<file path="src/rtl/repgen_pkg.sv">
package repgen_pkg;
  localparam int WORD_W    = 32;
  localparam int ADDR_W    = 16;
  localparam int ITER_LO_W = 8;
  localparam int STEP_LO_W = 7;
  localparam int DLY_LO_W  = 7;
  localparam int ITER_W    = 2 * ITER_LO_W;
  localparam int STEP_W    = 2 * STEP_LO_W;
  localparam int DLY_W     = 2 * DLY_LO_W;
  localparam int TRANS_W   = 22;
  localparam int CNT_W     = (TRANS_W > DLY_W) ? TRANS_W : DLY_W;

  typedef enum logic [1:0] {
    KIND_SETUP = 2'd0,
    KIND_LOOP  = 2'd1,
    KIND_EXT   = 2'd2,
    KIND_TRANS = 2'd3
  } cfgKind_t;

  typedef struct packed {
    logic [ITER_W-1:0] iter;
    logic [STEP_W-1:0] step;
    logic [DLY_W-1:0]  delay;
  } loopLevel_t;

  typedef struct packed {
    logic load;
    logic advance;
  } ctrlStrobe_t;

  typedef enum logic [2:0] {
    ST_IDLE,
    ST_PRE,
    ST_RUN,
    ST_GAP,
    ST_FIN
  } seqState_t;
endpackage

</file>
<file path="src/rtl/rep_cfg_store.sv">
module rep_cfg_store
  import repgen_pkg::*;
#(
  parameter int LEVELS = 4,
  parameter int OPTIONS = 4,
  parameter logic [1:0] PORT_ID = 2'd0
) (
  input  logic clk,
  input  logic rstN,
  input  logic busy,
  input  logic cfgWrite,
  input  logic [1:0] cfgPort,
  input  logic [WORD_W-1:0] cfgWord,
  input  logic [ADDR_W-1:0] scalarVal,
  output loopLevel_t [LEVELS-1:0] levels,
  output logic [OPTIONS-1:0][ADDR_W-1:0] initAddr,
  output logic [TRANS_W-1:0] transDelay
);
  localparam int LVL_CNT_W = $clog2(LEVELS + 1);
  localparam int OPT_W = (OPTIONS > 1) ? $clog2(OPTIONS) : 1;

  logic accept;
  logic setupHit, loopHit, extHit, transHit;
  logic [LVL_CNT_W-1:0] lvlCnt;
  cfgKind_t kind;
  logic [OPT_W-1:0] optSel;
  logic [ADDR_W-1:0] setupVal;
  wire unusedCfgBits = ^cfgWord[26:22];

  assign kind     = cfgKind_t'(cfgWord[31:30]);
  assign accept   = cfgWrite && !busy && (cfgPort == PORT_ID);
  assign setupHit = accept && (kind == KIND_SETUP);
  assign loopHit  = accept && (kind == KIND_LOOP);
  assign extHit   = accept && (kind == KIND_EXT);
  assign transHit = accept && (kind == KIND_TRANS);
  assign optSel   = cfgWord[28 +: OPT_W];
  assign setupVal = cfgWord[27] ? scalarVal : cfgWord[ADDR_W-1:0];

  always_ff @(posedge clk or negedge rstN) begin
    if (!rstN) begin
      lvlCnt <= '0;
    end else if (setupHit) begin
      lvlCnt <= '0;
    end else if (loopHit && (lvlCnt < LVL_CNT_W'(LEVELS))) begin
      lvlCnt <= lvlCnt + 1'b1;
    end
  end

  always_ff @(posedge clk or negedge rstN) begin
    if (!rstN) begin
      transDelay <= '0;
    end else if (setupHit) begin
      transDelay <= '0;
    end else if (transHit) begin
      transDelay <= cfgWord[TRANS_W-1:0];
    end
  end

  for (genvar l = 0; l < LEVELS; l++) begin : gLevel
    always_ff @(posedge clk or negedge rstN) begin
      if (!rstN) begin
        levels[l].iter  <= '0;
        levels[l].step  <= STEP_W'(1);
        levels[l].delay <= '0;
      end else if (setupHit) begin
        levels[l].iter  <= '0;
        levels[l].step  <= STEP_W'(1);
        levels[l].delay <= '0;
      end else if (loopHit && (lvlCnt == LVL_CNT_W'(l))) begin
        levels[l].iter  <= {{ITER_LO_W{1'b0}}, cfgWord[21:14]};
        levels[l].step  <= {{STEP_LO_W{1'b0}}, cfgWord[13:7]};
        levels[l].delay <= {{DLY_LO_W{1'b0}}, cfgWord[6:0]};
      end else if (extHit && (lvlCnt == LVL_CNT_W'(l + 1))) begin
        levels[l].iter[ITER_W-1:ITER_LO_W]  <= cfgWord[21:14];
        levels[l].step[STEP_W-1:STEP_LO_W]  <= cfgWord[13:7];
        levels[l].delay[DLY_W-1:DLY_LO_W]   <= cfgWord[6:0];
      end
    end
  end

  for (genvar o = 0; o < OPTIONS; o++) begin : gOption
    always_ff @(posedge clk or negedge rstN) begin
      if (!rstN) begin
        initAddr[o] <= '0;
      end else if (setupHit && (optSel == OPT_W'(o))) begin
        initAddr[o] <= setupVal;
      end
    end
  end

  // the stored program does not move while a sequence runs
  assert_frozen_while_busy_R9 : assert property (@(posedge clk) disable iff (!rstN)
    busy |=> ($stable(lvlCnt) && $stable(transDelay) && $stable(initAddr)));

  // never more levels than the nest holds
  assert_level_bound_R3 : assert property (@(posedge clk) disable iff (!rstN)
    lvlCnt <= LVL_CNT_W'(LEVELS));
endmodule

</file>
<file path="src/rtl/rep_addr_path.sv">
module rep_addr_path
  import repgen_pkg::*;
#(
  parameter int LEVELS = 4,
  parameter int OPTIONS = 4
) (
  input  logic clk,
  input  logic rstN,
  input  ctrlStrobe_t stb,
  input  logic [1:0] startOpt,
  input  loopLevel_t [LEVELS-1:0] levels,
  input  logic [OPTIONS-1:0][ADDR_W-1:0] initAddr,
  output logic [ADDR_W-1:0] addrOut,
  output logic lastAccess,
  output logic [DLY_W-1:0] gapDelay
);
  localparam int OPT_W = (OPTIONS > 1) ? $clog2(OPTIONS) : 1;

  logic [LEVELS-1:0][ITER_W-1:0] idx;
  logic [LEVELS-1:0][ADDR_W-1:0] base;
  logic [LEVELS-1:0][ADDR_W-1:0] nextBase;
  logic [LEVELS-1:0] levelDone;
  logic [LEVELS-1:0] advSel;
  logic [LEVELS-1:0] lowerMask;
  logic [ADDR_W-1:0] advAddr;
  logic [ADDR_W-1:0] startAddr;
  logic [OPT_W-1:0] optIdx;
  wire unusedOptBits = ^startOpt;

  assign optIdx    = startOpt[OPT_W-1:0];
  assign startAddr = initAddr[optIdx];

  for (genvar l = 0; l < LEVELS; l++) begin : gCmp
    assign levelDone[l] = (idx[l] == levels[l].iter);
    assign nextBase[l]  = base[l] + ADDR_W'(levels[l].step);
  end

  always_comb begin
    logic found;
    found = 1'b0;
    advSel = '0;
    for (int l = 0; l < LEVELS; l++) begin
      if (!found && !levelDone[l]) begin
        advSel[l] = 1'b1;
        found = 1'b1;
      end
    end
  end

  assign lowerMask  = advSel - 1'b1;
  assign lastAccess = &levelDone;

  always_comb begin
    advAddr  = '0;
    gapDelay = '0;
    for (int l = 0; l < LEVELS; l++) begin
      if (advSel[l]) begin
        advAddr  = advAddr | nextBase[l];
        gapDelay = gapDelay | levels[l].delay;
      end
    end
  end

  for (genvar l = 0; l < LEVELS; l++) begin : gIdx
    always_ff @(posedge clk or negedge rstN) begin
      if (!rstN) begin
        idx[l]  <= '0;
        base[l] <= '0;
      end else if (stb.load) begin
        idx[l]  <= '0;
        base[l] <= startAddr;
      end else if (stb.advance) begin
        if (advSel[l]) begin
          idx[l]  <= idx[l] + 1'b1;
          base[l] <= nextBase[l];
        end else if (lowerMask[l]) begin
          idx[l]  <= '0;
          base[l] <= advAddr;
        end
      end
    end
  end

  always_ff @(posedge clk or negedge rstN) begin
    if (!rstN) begin
      addrOut <= '0;
    end else if (stb.load) begin
      addrOut <= startAddr;
    end else if (stb.advance) begin
      addrOut <= advAddr;
    end
  end

  // at most one level advances per access
  assert_single_advance_R6 : assert property (@(posedge clk) disable iff (!rstN)
    $onehot0(advSel));

  // an innermost step moves the address by that level's step
  assert_inner_step_R6 : assert property (@(posedge clk) disable iff (!rstN)
    (stb.advance && advSel[0]) |=>
      (addrOut == $past(addrOut) + ADDR_W'($past(levels[0].step))));

  // the start loads the selected option's initial address
  assert_load_init_R10 : assert property (@(posedge clk) disable iff (!rstN)
    stb.load |=> (addrOut == $past(startAddr)));
endmodule

</file>
<file path="src/rtl/rep_seq_ctrl.sv">
module rep_seq_ctrl
  import repgen_pkg::*;
(
  input  logic clk,
  input  logic rstN,
  input  logic startEvt,
  input  logic lastAccess,
  input  logic [DLY_W-1:0] gapDelay,
  input  logic [TRANS_W-1:0] transDelay,
  output ctrlStrobe_t stb,
  output logic addrValid,
  output logic done,
  output logic busy
);
  seqState_t state;
  logic [CNT_W-1:0] cnt;

  assign busy        = (state != ST_IDLE);
  assign addrValid   = (state == ST_RUN);
  assign done        = (state == ST_FIN);
  assign stb.load    = (state == ST_IDLE) && startEvt;
  assign stb.advance = (state == ST_RUN) && !lastAccess;

  always_ff @(posedge clk or negedge rstN) begin
    if (!rstN) begin
      state <= ST_IDLE;
      cnt   <= '0;
    end else begin
      unique case (state)
        ST_IDLE: if (startEvt) begin
          if (transDelay != '0) begin
            state <= ST_PRE;
            cnt   <= CNT_W'(transDelay);
          end else begin
            state <= ST_RUN;
          end
        end
        ST_PRE, ST_GAP: begin
          if (cnt == CNT_W'(1)) state <= ST_RUN;
          else cnt <= cnt - 1'b1;
        end
        ST_RUN: begin
          if (lastAccess) begin
            state <= ST_FIN;
          end else if (gapDelay != '0) begin
            state <= ST_GAP;
            cnt   <= CNT_W'(gapDelay);
          end
        end
        ST_FIN: state <= ST_IDLE;
        default: state <= ST_IDLE;
      endcase
    end
  end

  // done lasts one cycle and leaves the block idle
  assert_done_pulse_R8 : assert property (@(posedge clk) disable iff (!rstN)
    done |=> (!done && !busy));

  // a nonzero pause drops valid right after the access
  assert_gap_quiet_R7 : assert property (@(posedge clk) disable iff (!rstN)
    (stb.advance && (gapDelay != '0)) |=> !addrValid);

  // with no lead-in the first access follows the start edge
  assert_prompt_start_R5 : assert property (@(posedge clk) disable iff (!rstN)
    (stb.load && (transDelay == '0)) |=> addrValid);

  // an idle block shows neither valid nor done
  assert_idle_silent_R1 : assert property (@(posedge clk) disable iff (!rstN)
    !busy |-> (!addrValid && !done));
endmodule

</file>
<file path="src/rtl/rep_addr_gen.sv">
module rep_addr_gen
  import repgen_pkg::*;
#(
  parameter int LEVELS = 4,
  parameter int OPTIONS = 4,
  parameter logic [1:0] PORT_ID = 2'd0
) (
  input  logic clk,
  input  logic rstN,
  input  logic cfgWrite,
  input  logic [1:0] cfgPort,
  input  logic [31:0] cfgWord,
  input  logic [15:0] scalarVal,
  input  logic startEvt,
  input  logic [1:0] startOpt,
  output logic [15:0] addrOut,
  output logic addrValid,
  output logic done
);
  loopLevel_t [LEVELS-1:0] levels;
  logic [OPTIONS-1:0][ADDR_W-1:0] initAddr;
  logic [TRANS_W-1:0] transDelay;
  logic [DLY_W-1:0] gapDelay;
  logic lastAccess;
  logic busy;
  ctrlStrobe_t stb;

  rep_cfg_store #(.LEVELS(LEVELS), .OPTIONS(OPTIONS), .PORT_ID(PORT_ID)) uCfg (
    .clk(clk), .rstN(rstN), .busy(busy),
    .cfgWrite(cfgWrite), .cfgPort(cfgPort), .cfgWord(cfgWord), .scalarVal(scalarVal),
    .levels(levels), .initAddr(initAddr), .transDelay(transDelay)
  );

  rep_addr_path #(.LEVELS(LEVELS), .OPTIONS(OPTIONS)) uPath (
    .clk(clk), .rstN(rstN), .stb(stb), .startOpt(startOpt),
    .levels(levels), .initAddr(initAddr),
    .addrOut(addrOut), .lastAccess(lastAccess), .gapDelay(gapDelay)
  );

  rep_seq_ctrl uCtrl (
    .clk(clk), .rstN(rstN), .startEvt(startEvt),
    .lastAccess(lastAccess), .gapDelay(gapDelay), .transDelay(transDelay),
    .stb(stb), .addrValid(addrValid), .done(done), .busy(busy)
  );
endmodule

</file>
<file path="config.mk">
export PLATFORM = sky130hd
export DESIGN_NAME = rep_addr_gen
export DESIGN_NICKNAME = d
export VERILOG_FILES = /design/src/rtl/repgen_pkg.sv /design/src/rtl/rep_cfg_store.sv /design/src/rtl/rep_addr_path.sv /design/src/rtl/rep_seq_ctrl.sv /design/src/rtl/rep_addr_gen.sv
export SDC_FILE = /design/constraint.sdc
export NUM_CORES = 1
export LEC_CHECK = 0
export CELL_PAD_IN_SITES_DETAIL_PLACEMENT = 1
export CELL_PAD_IN_SITES_GLOBAL_PLACEMENT = 2
export CORE_UTILIZATION = 40
export CTS_BUF_LIST = sky130_fd_sc_hd__clkbuf_8 sky130_fd_sc_hd__clkbuf_16
export CTS_CLUSTER_SIZE = 24
export DETAILED_ROUTE_END_ITERATION = 10
export PLACE_DENSITY = 0.84
export SLEW_MARGIN = 15
export SYNTH_ARGS = -nofsm -noshare
export SYNTH_HDL_FRONTEND = slang
export SYNTH_SLANG_ARGS = --single-unit
</file>
<file path="constraint.sdc">
create_clock -name clk -period 8.15 [get_ports clk]
set_clock_uncertainty 0.1 [all_clocks]
set_input_delay 1.63 -clock clk [delete_from_list [all_inputs] [get_ports clk]]
set_output_delay 1.63 -clock clk [all_outputs]
set_load 0.02 [all_outputs]
</file>
-- Word level (Yosys, flattened, before mapping)
Cells that the tools add are included.
- eq/ne operators: 27
- magnitude comparators: 2
- add/subtract/negate cells: 11
- reductions and logical operators: 62
- bitwise gates (word level): 6
- muxes and demuxes: 107
- operators by type and width (kind ; count):
    two-way mux 16 bit ; 40
    two-way mux 44 bit ; 4
    two-way mux 7 bit ; 24
    two-way mux 22 bit ; 7
    two-way mux 8 bit ; 12
    one-hot mux 22 bit (3 select lines) ; 1
    adder 16 x 1 -> 16 bit (second input constant) ; 4
    adder 16 x 14 -> 16 bit ; 4
    equality test 16 bit ; 4
    two-way mux 14 bit ; 4
    OR 16 bit ; 3
    OR 14 bit ; 3
    binary-select mux 16 bit (select 2 bit) ; 1
    nonzero test 3 bit ; 9
    logical AND 1 bit ; 24
    equality test 22 x 1 -> 1 bit (second input constant) ; 1
    nonzero test 22 bit ; 1
    subtractor 22 x 1 -> 22 bit (second input constant) ; 1
    two-way mux 3 bit ; 6
    nonzero test 14 bit ; 1
    nonzero test 2 bit ; 7
    equality test 3 x 2 -> 1 bit (second input constant) ; 4
    one-hot mux 3 bit (3 select lines) ; 1
    equality test 2 bit (second input constant) ; 4
    other kinds (21) ; 45
- input port bits: 56
- output and inout port bits: 18
- flip-flop bits (word level): 434
- logic and storage cells: 256

-- Logic depth before layout (Yosys ltp)
Gate-level depths: netlist of the first run.
- depth after elaboration: 15
- mapped depth: 13
- gate-level depth less buffers: 13

-- By module
Synthesis of the first run repeated with hierarchy kept, for this count alone.
- cell total of the unflattened synthesis: 2519
- area, all modules: 24419.7 um^2
- modules (own cells, without submodules) (module ; area an instance (um^2) ; cells an instance ; instances ; seq. area each (um^2)):
    rep_cfg_store ; 11527.3 ; 1020 ; 1 ; 6636.4
    rep_addr_path ; 10862.9 ; 1253 ; 1 ; 3603.5
    rep_seq_ctrl ; 2029.4 ; 246 ; 1 ; 625.6

-- Worst setup path before layout of the first run
Ideal clock, no wire load.
- path type: input to register
- start: input startOpt[0]
- end: register uPath.base[22] (netlist name)
- stages on the path: 6
- setup time: 0.125 ns
- required time: 7.925 ns
- setup slack: 4.343 ns
- arrival: 3.582 ns
- path buffers: 2
- cells stage by stage: clkbuf_1 -> buf_1 -> mux4_2 -> nor2_1 -> a21oi_1 -> mux2_2
- longest elaborated chain between the ends: 3
- ends and longest elaborated chain (what ; RTL line ; text):
    start: declaration ; rep_addr_gen.sv:15 ; input logic [1:0] startOpt,
    binary-select mux 16 bit (select 2 bit) ; rep_addr_path.sv:31 ; assign startAddr = initAddr[optIdx];
    two-way mux 16 bit (not written as such) ; rep_addr_path.sv:31 ;
    two-way mux 16 bit ; rep_addr_path.sv:69 ; end else if (stb.load) begin
    end signal: indexed assignment ; rep_addr_path.sv:71 ; base[l] <= startAddr;
    end signal: indexed assignment ; rep_addr_path.sv:75 ; base[l] <= nextBase[l];
    end signal: indexed assignment ; rep_addr_path.sv:78 ; base[l] <= advAddr;
    end: declaration ; rep_addr_path.sv:20 ; logic [LEVELS-1:0][ADDR_W-1:0] base;
Every way passes these cells. The select of a mux whose other input is x is not followed.
A chain may end at the register's enable or synchronous reset.

-- Worst setup path in the final report of the first run
- start: register uPath.idx[24] (netlist name)
- end: register uPath.idx[39] (netlist name)
- longest elaborated chain between the ends: 10
- elaborated cells between the ends (all ways): 18
- classes of those cells: 1 x add/sub; 1 x eq/ne; 6 x mux; 10 x reduce/logical
- ends and longest elaborated chain (what ; RTL line ; text):
    start: declaration ; rep_addr_path.sv:19 ; logic [LEVELS-1:0][ITER_W-1:0] idx;
    start signal: indexed assignment ; rep_addr_path.sv:74 ; idx[l] <= idx[l] + 1'b1;
    equality test 16 bit (*) ; rep_addr_path.sv:34 ; assign levelDone[l] = (idx[l] == levels[l].iter);
    logical NOT 1 bit ; rep_addr_path.sv:43 ; if (!found && !levelDone[l]) begin
    logical AND 1 bit ; rep_addr_path.sv:43 ;
    two-way mux 1 bit ; rep_addr_path.sv:43 ;
    logical NOT 1 bit ; rep_addr_path.sv:43 ;
    logical AND 1 bit ; rep_addr_path.sv:43 ;
    two-way mux 1 bit ; rep_addr_path.sv:43 ;
    subtractor 4 x 1 -> 4 bit or two-way mux 16 bit (tied branches) ; rep_addr_path.sv:50, rep_addr_path.sv:73 ;
    nonzero test 3 bit (no source line) or two-way mux 16 bit (tied branches) ; n/a ;
    AND reduction 2 bit (no source line) or two-way mux 16 bit (tied branches) ; n/a ;
Every way passes the cells marked *; elsewhere a longest branch is shown, timed or not. The select of a mux whose other input is x is not followed.

==> impl_metrics.csv, run 1 <==
group,metric,value,unit
grt,antenna_found_initial,0,
synthesis,ys_async_sr_fraction,100,%
synthesis,synth_seq_cells,434,
worst_setup_path,rrSetupSlack,2.80,ns
grt,grt_max_degree,163,
clock_network,htree_levels,2,
clock_network,cts_inserted_buffers,50,
layout,fillerInstances,6581,
clock_network,cts_tree,"done",
power_and_ir_drop,total_power,6.87,mW
layout,multiInputGateArea,11200,um^2
synthesis,ys_seq_area_share,47.6,%
layout,utilization,46.0,%
detailed_routing,ant_nets,0,
placement,pre_cts_ws,2.68,ns
detailed_routing,drc_errors,0,
floorplan,start_util,40.5,%
synthesis,netlist_area,22800,um^2
layout,area.growth.synth_to_final,13.6,%
detailed_routing,vias,19600,
grt,grt_pass1_vias,20400,
worst_setup_path,worstSetupEndpoint,"uPath.idx[39]",
placement,io_buffers,68,
clock_network,hold_buffers,0,
grt,grt_overflow,0,
run_status,status,"finished clean",
placement,dp_cells,3268,
power_and_ir_drop,sequentialPowerShare,39.9,%
floorplan,fp.coreArea,56400,um^2
worst_setup_path,crit_cells,11,
synthesis,syn_nets,2682,
timing,fmax,187,MHz
worst_setup_path,crit_slowest_cell,"or4_1",
power_and_ir_drop,p_leak,11.9,nW
synthesis,synth-main-ff-cell,"dfrtp_1",
clock_network,post_cts_buffers,0,
worst_setup_path,start_kind,"flop",
detailed_routing,routed_wl,79100,um
layout,fin_cells,3360,
layout,fin_nets,2691,
synthesis,synth.avg_cell_area,8.94,um^2
placement,dpl_cell_area,24200,um^2
timing,rsz0062_at_grt,"no",
synthesis,synthDistinctLibCells,73,
power_and_ir_drop,netSwitchingPower,2.33,mW
grt,grt_pass1_wl,123000,um
worst_setup_path,worst_setup_path_end_kind,"flop",
worst_setup_path,path_delay_family,"simple AND/OR/NAND/NOR gates",
clock_network,clk_latency,0.62,ns
floorplan,fp.dieW,241,um
synthesis,yosysWarnings,0,
timing,hold_viol,0,
worst_setup_path,r2r_cells,11,
clock_network,cts_max_path_buffers,3,
timing,slew_viol_final,0,
power_and_ir_drop,pwr-share-comb,25.5,%
worst_setup_path,cp-startpoint,"uPath.idx[24]",
min_path,hp-class,"flop to flop",
power_and_ir_drop,clkPwrFrac,34.7,%
layout,drive_gt1_share,6.95,%
layout,seq_area,10900,um^2
worst_setup_path,path_class,"flop to flop",
floorplan,die_area,58000,um^2
power_and_ir_drop,p_int,4.54,mW
worst_setup_path,arrival,5.73,ns
worst_setup_path,critical_path_required,8.53,ns
worst_setup_path,cpPeakStageDelay,0.93,ns
job,drv_cap,0,
power_and_ir_drop,p_sw_share,33.9,%
timing,setup_ws,2.80,ns
timing,hold_slack,0.376,ns
clock_network,cts-resized-gates,0,
placement,post-dp-hpwl,54100,um
timing,finalSetupTns,0,ns
placement,finalWeightedCongestion,0.910,
timing,setup_violations,0,
detailed_routing,first_iter_violations,1390,
timing,period_share,65.7,%
detailed_routing,vias_per_cell,5.83,
layout,antenna_cells,0,
floorplan,die-height,241,um
synthesis,synth_edf_count,0,
timing,worst_pin_slew,1.24,ns
worst_setup_path,worstPathCellList,"xnor2_1 > nand4_1 > or4_1 > nor4_1 > nand2b_1 > nor3_1 > nor2_2 > buf_4 > nor2_1 > mux2i_1 > o21ai_0",
worst_setup_path,worstReg2RegEnd,"uPath.idx[39]",
detailed_routing,wl_per_cell,23.6,um
worst_setup_path,crit_path_max_fanout,14,
clock_network,path_clk_slew,0.06,ns
clock_network,cts_num_sinks,434,
power_and_ir_drop,power.density,265,nW/um^2
worst_setup_path,reg2reg_from,"uPath.idx[24]",
timing,period_needed,5.35,ns
worst_setup_path,worst-path-buf-inv,1,
floorplan,pin_count,74,
grt,track_usage,27.9,%
floorplan,rows,87,
clock_network,clockRootBuffer,"clkbuf_16",
detailed_routing,first_pass_iters,5,
layout,design_area,25900,um^2
timing,relSlewSlack,16.9,%
power_and_ir_drop,peakVddDrop,0.175,mV
synthesis,syn-instance-count,2555,
synth_stat cells (9+ instances only):
| library cell | count | area (um^2) |
|---|---|---|
| a222oi_1 | 10 | 100 |
| nand3_1 | 64 | 320 |
| nor3_1 | 40 | 200 |
| mux2i_1 | 21 | 210 |
| o22ai_1 | 10 | 62.6 |
| a221o_1 | 9 | 90.1 |
| and3_1 | 36 | 225 |
| xnor2_1 | 49 | 429 |
| clkbuf_1 | 125 | 469 |
| o21ai_1 | 28 | 140 |
| mux4_2 | 16 | 360 |
| nand2_1 | 583 | 2190 |
| a31oi_1 | 16 | 100 |
| nor4_1 | 24 | 150 |
| buf_1 | 9 | 33.8 |
| dfrtp_1 | 430 | 10800 |
| or3_1 | 16 | 100 |
| a21oi_1 | 241 | 1210 |
| a22o_1 | 26 | 228 |
| buf_2 | 14 | 70.1 |
| nor2b_1 | 14 | 87.6 |
| mux2_2 | 12 | 135 |
| inv_1 | 51 | 191 |
| xor2_1 | 97 | 850 |
| ha_1 | 67 | 838 |
| nor2_1 | 173 | 649 |
| a21o_1 | 25 | 188 |
| nand4_1 | 29 | 181 |
| o21ai_0 | 145 | 726 |
| nand2b_1 | 14 | 87.6 |
| o21a_1 | 12 | 90.1 |
| o31ai_1 | 12 | 90.1 |
layout make-up:
| cell class | count | area share [%] |
|---|---|---|
| clock buffers | 60 | 5.40 |
| flip-flops and latches | 434 | 41.9 |
| inverters | 51 | 0.738 |
| repair buffers | 105 | 3.76 |
| well taps | 756 | 3.65 |
| clock inverters | 32 | 1.24 |
| multi-input cells | 1922 | 43.3 |
cell usage in the layout, fill, tap and decap left out, types with 8 or more instances in the layout:
cell,Yosys,routed
nand2_1,583,581
dfrtp_1,430,430
a21oi_1,241,241
nor2_1,173,172
o21ai_0,145,144
xor2_1,97,97
ha_1,67,67
clkdlybuf4s50_1,0,67
nand3_1,64,64
inv_1,51,61
clkbuf_16,0,51
xnor2_1,49,49
nor3_1,40,36
and3_1,36,36
buf_4,0,36
nand4_1,29,29
o21ai_1,28,29
a22o_1,26,26
a21o_1,25,25
nor4_1,24,24
mux2i_1,21,21
or3_1,16,16
a31oi_1,16,16
mux4_2,16,16
nand2b_1,14,14
nor2b_1,14,14
o21a_1,12,12
o31ai_1,12,12
mux2_2,12,12
clkinv_2,0,12
a222oi_1,10,10
o22ai_1,10,10
a221o_1,9,9
clkbuf_8,0,9
a211oi_1,8,8
a22oi_1,8,8
a221oi_1,8,8
a32oi_1,8,8
per-layer routing:
layer  GRT usage, %  wire [um]
met3           3.19       3150
met4           9.88       2610
met5              0          0
met2           46.8      38400
met1           37.1      35000
power by group through the flow:
stage | Sequential, mW | Clock, mW | Combinational (mW)
after CTS | 2.73 | 2.43 | 1.75
after global placement | 2.75 | 0 | 1.69
after detailed placement | 2.77 | 0 | 1.73
final | 2.74 | 2.38 | 1.75
after floorplan | 2.73 | 0 | 1.10
after global routing | 2.78 | 2.51 | 1.92
kinds of logic (layout without fill, tap and decap cells):
group                      after synthesis  after routing  share of synthesized area (%)
buffers and inverters                  199            248                           3.35
AOI/OAI and AO/OA                      624            624                           16.6
adders and majority gates               71             71                           4.02
xor gates and xnor gates               146            146                           5.60
DFF                                    434            434                           47.6
and+or+nand+nor                       1032           1032                           19.7
muxes                                   49             49                           3.09
registers in the layout (all words and copies together), names as in the netlist:
register and cells:
uCfg.levels 176, uCfg.initAddr 64, uPath.base 64, uPath.idx 64, uCfg.transDelay 22, uCtrl.cnt 22
uPath.addrOut 16, uCfg.lvlCnt 3, uCtrl.state 3
worst min-delay path by stage:
stage / startpoint / to / slack (ns) / depth (start not counted)
after CTS: uPath.base[32] / uPath.base[32] / 0.38 / 2
after global placement: uCfg.initAddr[28] / uCfg.initAddr[28] / 0.36 / 2
final: uCfg.initAddr[23] / uCfg.initAddr[23] / 0.38 / 2
after global routing: uPath.base[20] / uPath.base[20] / 0.40 / 2
after detailed placement: uPath.base[32] / uPath.base[32] / 0.36 / 2
after floorplan: uPath.base[16] / uPath.base[16] / 0.34 / 2
worst reg2reg max path: stages (launching register included):
cell	delay, ns
dfrtp_1	0.45
xnor2_1	0.17
nand4_1	0.18
or4_1	0.93
nor4_1	0.94
nand2b_1	0.80
nor3_1	0.34
nor2_2	0.72
buf_4	0.34
nor2_1	0.06
mux2i_1	0.12
o21ai_0	0.08
No activity file was read; power rests on OpenSTA's default activity.
==> run 2, diff against run 1 <==
- CORE_UTILIZATION: 40 -> 35
- PLACE_DENSITY: 0.84 -> 0.78
- clock period: 8.15 -> 4.43 ns (I/O delays scaled with it)
==> impl_metrics.csv, run 2 (same netlist as run 1, synthesis figures left out) <==
group,metric,value,unit
timing,rsz0062_at_grt,"no",
worst_setup_path,worstReg2RegEnd,"uPath.base[28]",
timing,setup_violations,0,
layout,design_area,26600,um^2
min_path,hp-class,"input pin to async pin",
worst_setup_path,r2r_cells,13,
timing,finalSetupTns,0,ns
detailed_routing,routed_wl,81800,um
layout,fillerInstances,7396,
worst_setup_path,arrival,4.52,ns
worst_setup_path,worstPathCellList,"ha_1 > inv_1 > fa_1 > nor2b_1 > o21a_1 > o21ai_0 > a211oi_1 > nor2_1 > o21ai_0 > xor2_1 > a221oi_1 > a31oi_1 > mux2_2",
floorplan,die_area,66300,um^2
worst_setup_path,start_kind,"flop",
run_status,status,"finished clean",
layout,multiInputGateArea,11200,um^2
layout,drive_gt1_share,8.65,%
worst_setup_path,critical_path_required,4.86,ns
clock_network,htree_levels,2,
floorplan,start_util,35.4,%
clock_network,cts-resized-gates,0,
timing,fmax,244,MHz
power_and_ir_drop,total_power,13.0,mW
timing,period_share,92.4,%
clock_network,hold_buffers,0,
power_and_ir_drop,p_int,8.62,mW
worst_setup_path,crit_top_cell,"o21ai_0",
layout,largest_reg_flops,176,
worst_setup_path,cpPeakStageDelay,0.66,ns
detailed_routing,wl_per_cell,23.4,um
detailed_routing,ant_nets,0,
worst_setup_path,reg2reg_from,"uCfg.levels[146]",
layout,area.growth.synth_to_final,16.4,%
clock_network,cts_num_sinks,434,
timing,slew_viol_final,0,
power_and_ir_drop,sequentialPowerShare,39.0,%
placement,post-dp-hpwl,57300,um
grt,grt_pass1_vias,21000,
layout,layout_commonest_cell,"nand2_1",
clock_network,cts_tree,"done",
worst_setup_path,crit_path_max_fanout,4,
detailed_routing,drc_errors,0,
clock_network,path_clk_slew,0.06,ns
grt,track_usage,24.9,%
grt,grt_pass1_wl,128000,um
layout,top_register,"uCfg.levels",
timing,worst_pin_slew,1.08,ns
detailed_routing,first_pass_iters,5,
worst_setup_path,cp-startpoint,"uCfg.levels[146]",
power_and_ir_drop,clkPwrFrac,34.9,%
power_and_ir_drop,p_sw_share,33.5,%
placement,dpl_cell_area,24800,um^2
grt,grt_overflow,0,
layout,seq_area,10900,um^2
grt,grt_max_degree,92,
power_and_ir_drop,peakVddDrop,0.448,mV
clock_network,cts_max_path_buffers,3,
timing,period_needed,4.09,ns
detailed_routing,first_iter_violations,1329,
clock_network,post_cts_buffers,0,
clock_network,clockRootBuffer,"clkbuf_16",
detailed_routing,vias,19700,
clock_network,clk_latency,0.59,ns
placement,io_buffers,68,
layout,mostFrequentLayoutCells,"582 x nand2_1, 430 x dfrtp_1, 241 x a21oi_1",
layout,utilization,41.2,%
timing,hold_viol,0,
worst_setup_path,worst_setup_path_end_kind,"flop",
power_and_ir_drop,pwr-share-comb,26.1,%
timing,setup_ws,0.338,ns
floorplan,fp.dieW,257,um
placement,pre_cts_ws,0.403,ns
detailed_routing,vias_per_cell,5.62,
grt,antenna_found_initial,2,
floorplan,fp.coreArea,64500,um^2
power_and_ir_drop,power.density,488,nW/um^2
job,drv_cap,0,
timing,relSlewSlack,27.8,%
clock_network,cts_inserted_buffers,49,
worst_setup_path,rrSetupSlack,0.34,ns
worst_setup_path,crit_slowest_cell,"a31oi_1",
power_and_ir_drop,netSwitchingPower,4.35,mW
worst_setup_path,path_class,"flop to flop",
floorplan,rows,93,
placement,finalWeightedCongestion,0.883,
layout,fin_nets,2735,
power_and_ir_drop,p_leak,12.2,nW
floorplan,die-height,257,um
floorplan,pin_count,74,
==> run 2: routing by layer <==
metal  GRT usage, %  routed length, um  vias up
met5              0                 13        -
met4           8.46               2510        2
met3           2.67               3080      132
met2           42.1              39600      394
met1           33.1              36700    10200
li1               -                  -     8981
==> run 2: critical path: cells and delay by family (launching register included) <==
| family | cells | cell delay [ns] |
|---|---|---|
| AOI/OAI and AO/OA | 6 | 1.72 |
| xor gates and xnor gates | 1 | 0.39 |
| adders and majority gates | 2 | 0.62 |
| buffers and inverters | 1 | 0.06 |
| DFF | 1 | 0.54 |
| muxes | 1 | 0.28 |
| and+or+nand+nor | 2 | 0.31 |
==> run 2: through the flow <==
stage / hold slack (ns) / std cells
final: 0.192 / 3503
after global routing: 0.248 / 3502
after CTS: 0.229 / 3502
after detailed placement: 0.366 / 3412
after global placement: 0.353 / 3412
after floorplan: 0.343 / 2555
==> run 2: power groups by stage <==
stage                     combinational [mW]  clock (mW)  sequential (mW)
after floorplan                         2.03           0             5.02
after global placement                  3.24           0             5.07
after detailed placement                3.33           0             5.11
after CTS                               3.37        4.62             5.05
after global routing                    3.68        4.76             5.13
final                                   3.38        4.53             5.06
==> run 2: final cells by class <==
| type | instances | share of cell area [%] |
|---|---|---|
| multi-input combinational | 1922 | 42.3 |
| inverter | 51 | 0.721 |
| clock buffer | 68 | 5.68 |
| sequential | 434 | 40.9 |
| timing repair buffer | 150 | 5.32 |
| tap | 855 | 4.03 |
| antenna | 1 | 0.00942 |
| clock inverter | 22 | 1.07 |
==> run 2: how the worst max path moves through the flow <==
stage,end,depth (start not counted)
after floorplan,uCtrl.cnt[12],12
after detailed placement,uCtrl.cnt[8],12
after global routing,uCtrl.cnt[8],12
after global placement,uPath.base[12],13
final,uPath.base[28],13
after CTS,uPath.base[28],13
==> run 3, diff against run 2 <==
- CORE_ASPECT_RATIO: default -> 1.1
==> impl_metrics.csv, run 3 (same netlist as run 1, synthesis figures left out) <==
group,metric,value,unit
layout,multiInputGateArea,11200,um^2
timing,hold_viol,0,
floorplan,start_util,35.6,%
worst_setup_path,crit_slowest_cell,"a31oi_1",
layout,drive_gt1_share,8.60,%
layout,fin_nets,2736,
detailed_routing,ant_nets,0,
timing,setup_ws,0.420,ns
worst_setup_path,arrival,4.46,ns
timing,rsz0062_at_grt,"no",
clock_network,cts_max_path_buffers,3,
timing,relSlewSlack,16.1,%
detailed_routing,vias_per_cell,5.62,
layout,fillerInstances,7418,
power_and_ir_drop,p_leak,12.2,nW
placement,post-dp-hpwl,56600,um
placement,pre_cts_ws,0.500,ns
layout,fin_cells,3492,
worst_setup_path,worst_setup_path_end_kind,"flop",
detailed_routing,routed_wl,81300,um
timing,hold_slack,0.128,ns
clock_network,clockRootBuffer,"clkbuf_16",
floorplan,fp.coreArea,64100,um^2
run_status,status,"finished clean",
worst_setup_path,cpPeakStageDelay,0.61,ns
min_path,hp-class,"input pin to async pin",
floorplan,rows,97,
floorplan,die_area,66300,um^2
clock_network,cts_tree,"done",
clock_network,hold_buffers,0,
clock_network,clk_latency,0.63,ns
grt,grt_overflow,0,
detailed_routing,wl_per_cell,23.3,um
worst_setup_path,worstPathCellList,"ha_1 > inv_1 > fa_1 > nor2b_1 > o21a_1 > o21ai_0 > a211oi_1 > nor2_1 > o21ai_0 > xor2_1 > a221oi_1 > a31oi_1 > mux2_2",
layout,utilization,41.4,%
worst_setup_path,critical_path_required,4.88,ns
grt,track_usage,24.8,%
placement,io_buffers,68,
timing,setup_violations,0,
floorplan,die-height,270,um
worst_setup_path,path_class,"flop to flop",
grt,antenna_found_initial,0,
floorplan,fp.dieW,246,um
power_and_ir_drop,total_power,12.9,mW
layout,top_register,"uCfg.levels",
layout,largest_reg_flops,176,
clock_network,cts-resized-gates,0,
detailed_routing,drc_errors,0,
placement,dp_cells,3396,
layout,antenna_cells,0,
timing,fmax,249,MHz
grt,grt_pass1_wl,126000,um
clock_network,cts_num_sinks,434,
placement,dpl_cell_area,24700,um^2
layout,design_area,26500,um^2
detailed_routing,first_iter_violations,1165,
clock_network,htree_levels,2,
layout,layout_commonest_cell,"nand2_1",
floorplan,pin_count,74,
layout,area.growth.synth_to_final,16.2,%
worst_setup_path,path_delay_family,"compound AO/OA/AOI/OAI gates",
timing,period_needed,4.01,ns
worst_setup_path,crit_path_max_fanout,4,
detailed_routing,first_pass_iters,5,
grt,grt_max_degree,91,
detailed_routing,vias,19600,
worst_setup_path,start_kind,"flop",
clock_network,post_cts_buffers,0,
timing,worst_pin_slew,1.25,ns
layout,seq_area,10900,um^2
worst_setup_path,crit_top_cell,"o21ai_0",
power_and_ir_drop,peakVddDrop,0.344,mV
grt,grt_pass1_vias,21000,
clock_network,path_clk_slew,0.06,ns
power_and_ir_drop,power.density,487,nW/um^2
placement,finalWeightedCongestion,0.893,
job,drv_cap,0,
worst_setup_path,worst-path-buf-inv,1,
layout,mostFrequentLayoutCells,"582 x nand2_1, 430 x dfrtp_1, 241 x a21oi_1",
clock_network,cts_inserted_buffers,52,
timing,finalSetupTns,0,ns
timing,slew_viol_final,0,
timing,period_share,90.5,%
[run 3: path summary, 6_finish.rpt]
check / from / endpoint / slack [ns] / cells past startpoint
min reg2reg: uPath.addrOut[8] / uPath.addrOut[8] / 0.38 / 1
min: rstN / uCtrl.cnt[18] / 0.13 / 1
min in group clk: uPath.addrOut[8] / uPath.addrOut[8] / 0.38 / 1
max reg2reg: uCfg.levels[146] / uPath.base[28] / 0.42 / 13
max in group asynchronous: rstN / uPath.idx[39] / 3.01 / 2
max: uCfg.levels[146] / uPath.base[28] / 0.42 / 13
[run 3: worst register-to-register path, delay by kind of cell (launching register included)]
kind,cells,cell delay [ns]
adder cells (fa/ha/maj),2,0.60
AO/OA/AOI/OAI,6,1.65
XOR/XNOR,1,0.39
multiplexers,1,0.28
buffers and inverters,1,0.06
flip-flops,1,0.54
AND/OR/NAND/NOR,2,0.30
[run 3: final cells by class]
cell class,count,area share [%]
Sequential cell,434,40.9
Clock inverter,30,1.26
Clock buffer,66,5.63
Tap cell,841,3.97
Inverter,51,0.721
Timing Repair Buffer,148,5.18
Multi-Input combinational cell,1922,42.3
[run 3: power breakdown]
part           total [mW]  leakage (nW)  switching [mW]  internal, mW
clock network        4.59         0.942            1.85          2.73
registers            5.05          5.83           0.518          4.54
logic                3.30          5.43            2.01          1.28
total                12.9          12.2            4.38          8.55
[run 3: metal layers]
layer	global-route usage [%]	wire, um	vias to the layer above
met5	0	0	-
met4	9.28	2960	0
met3	2.84	3220	145
met2	42.6	40400	425
met1	31.8	34800	10100
li1	-	-	8996
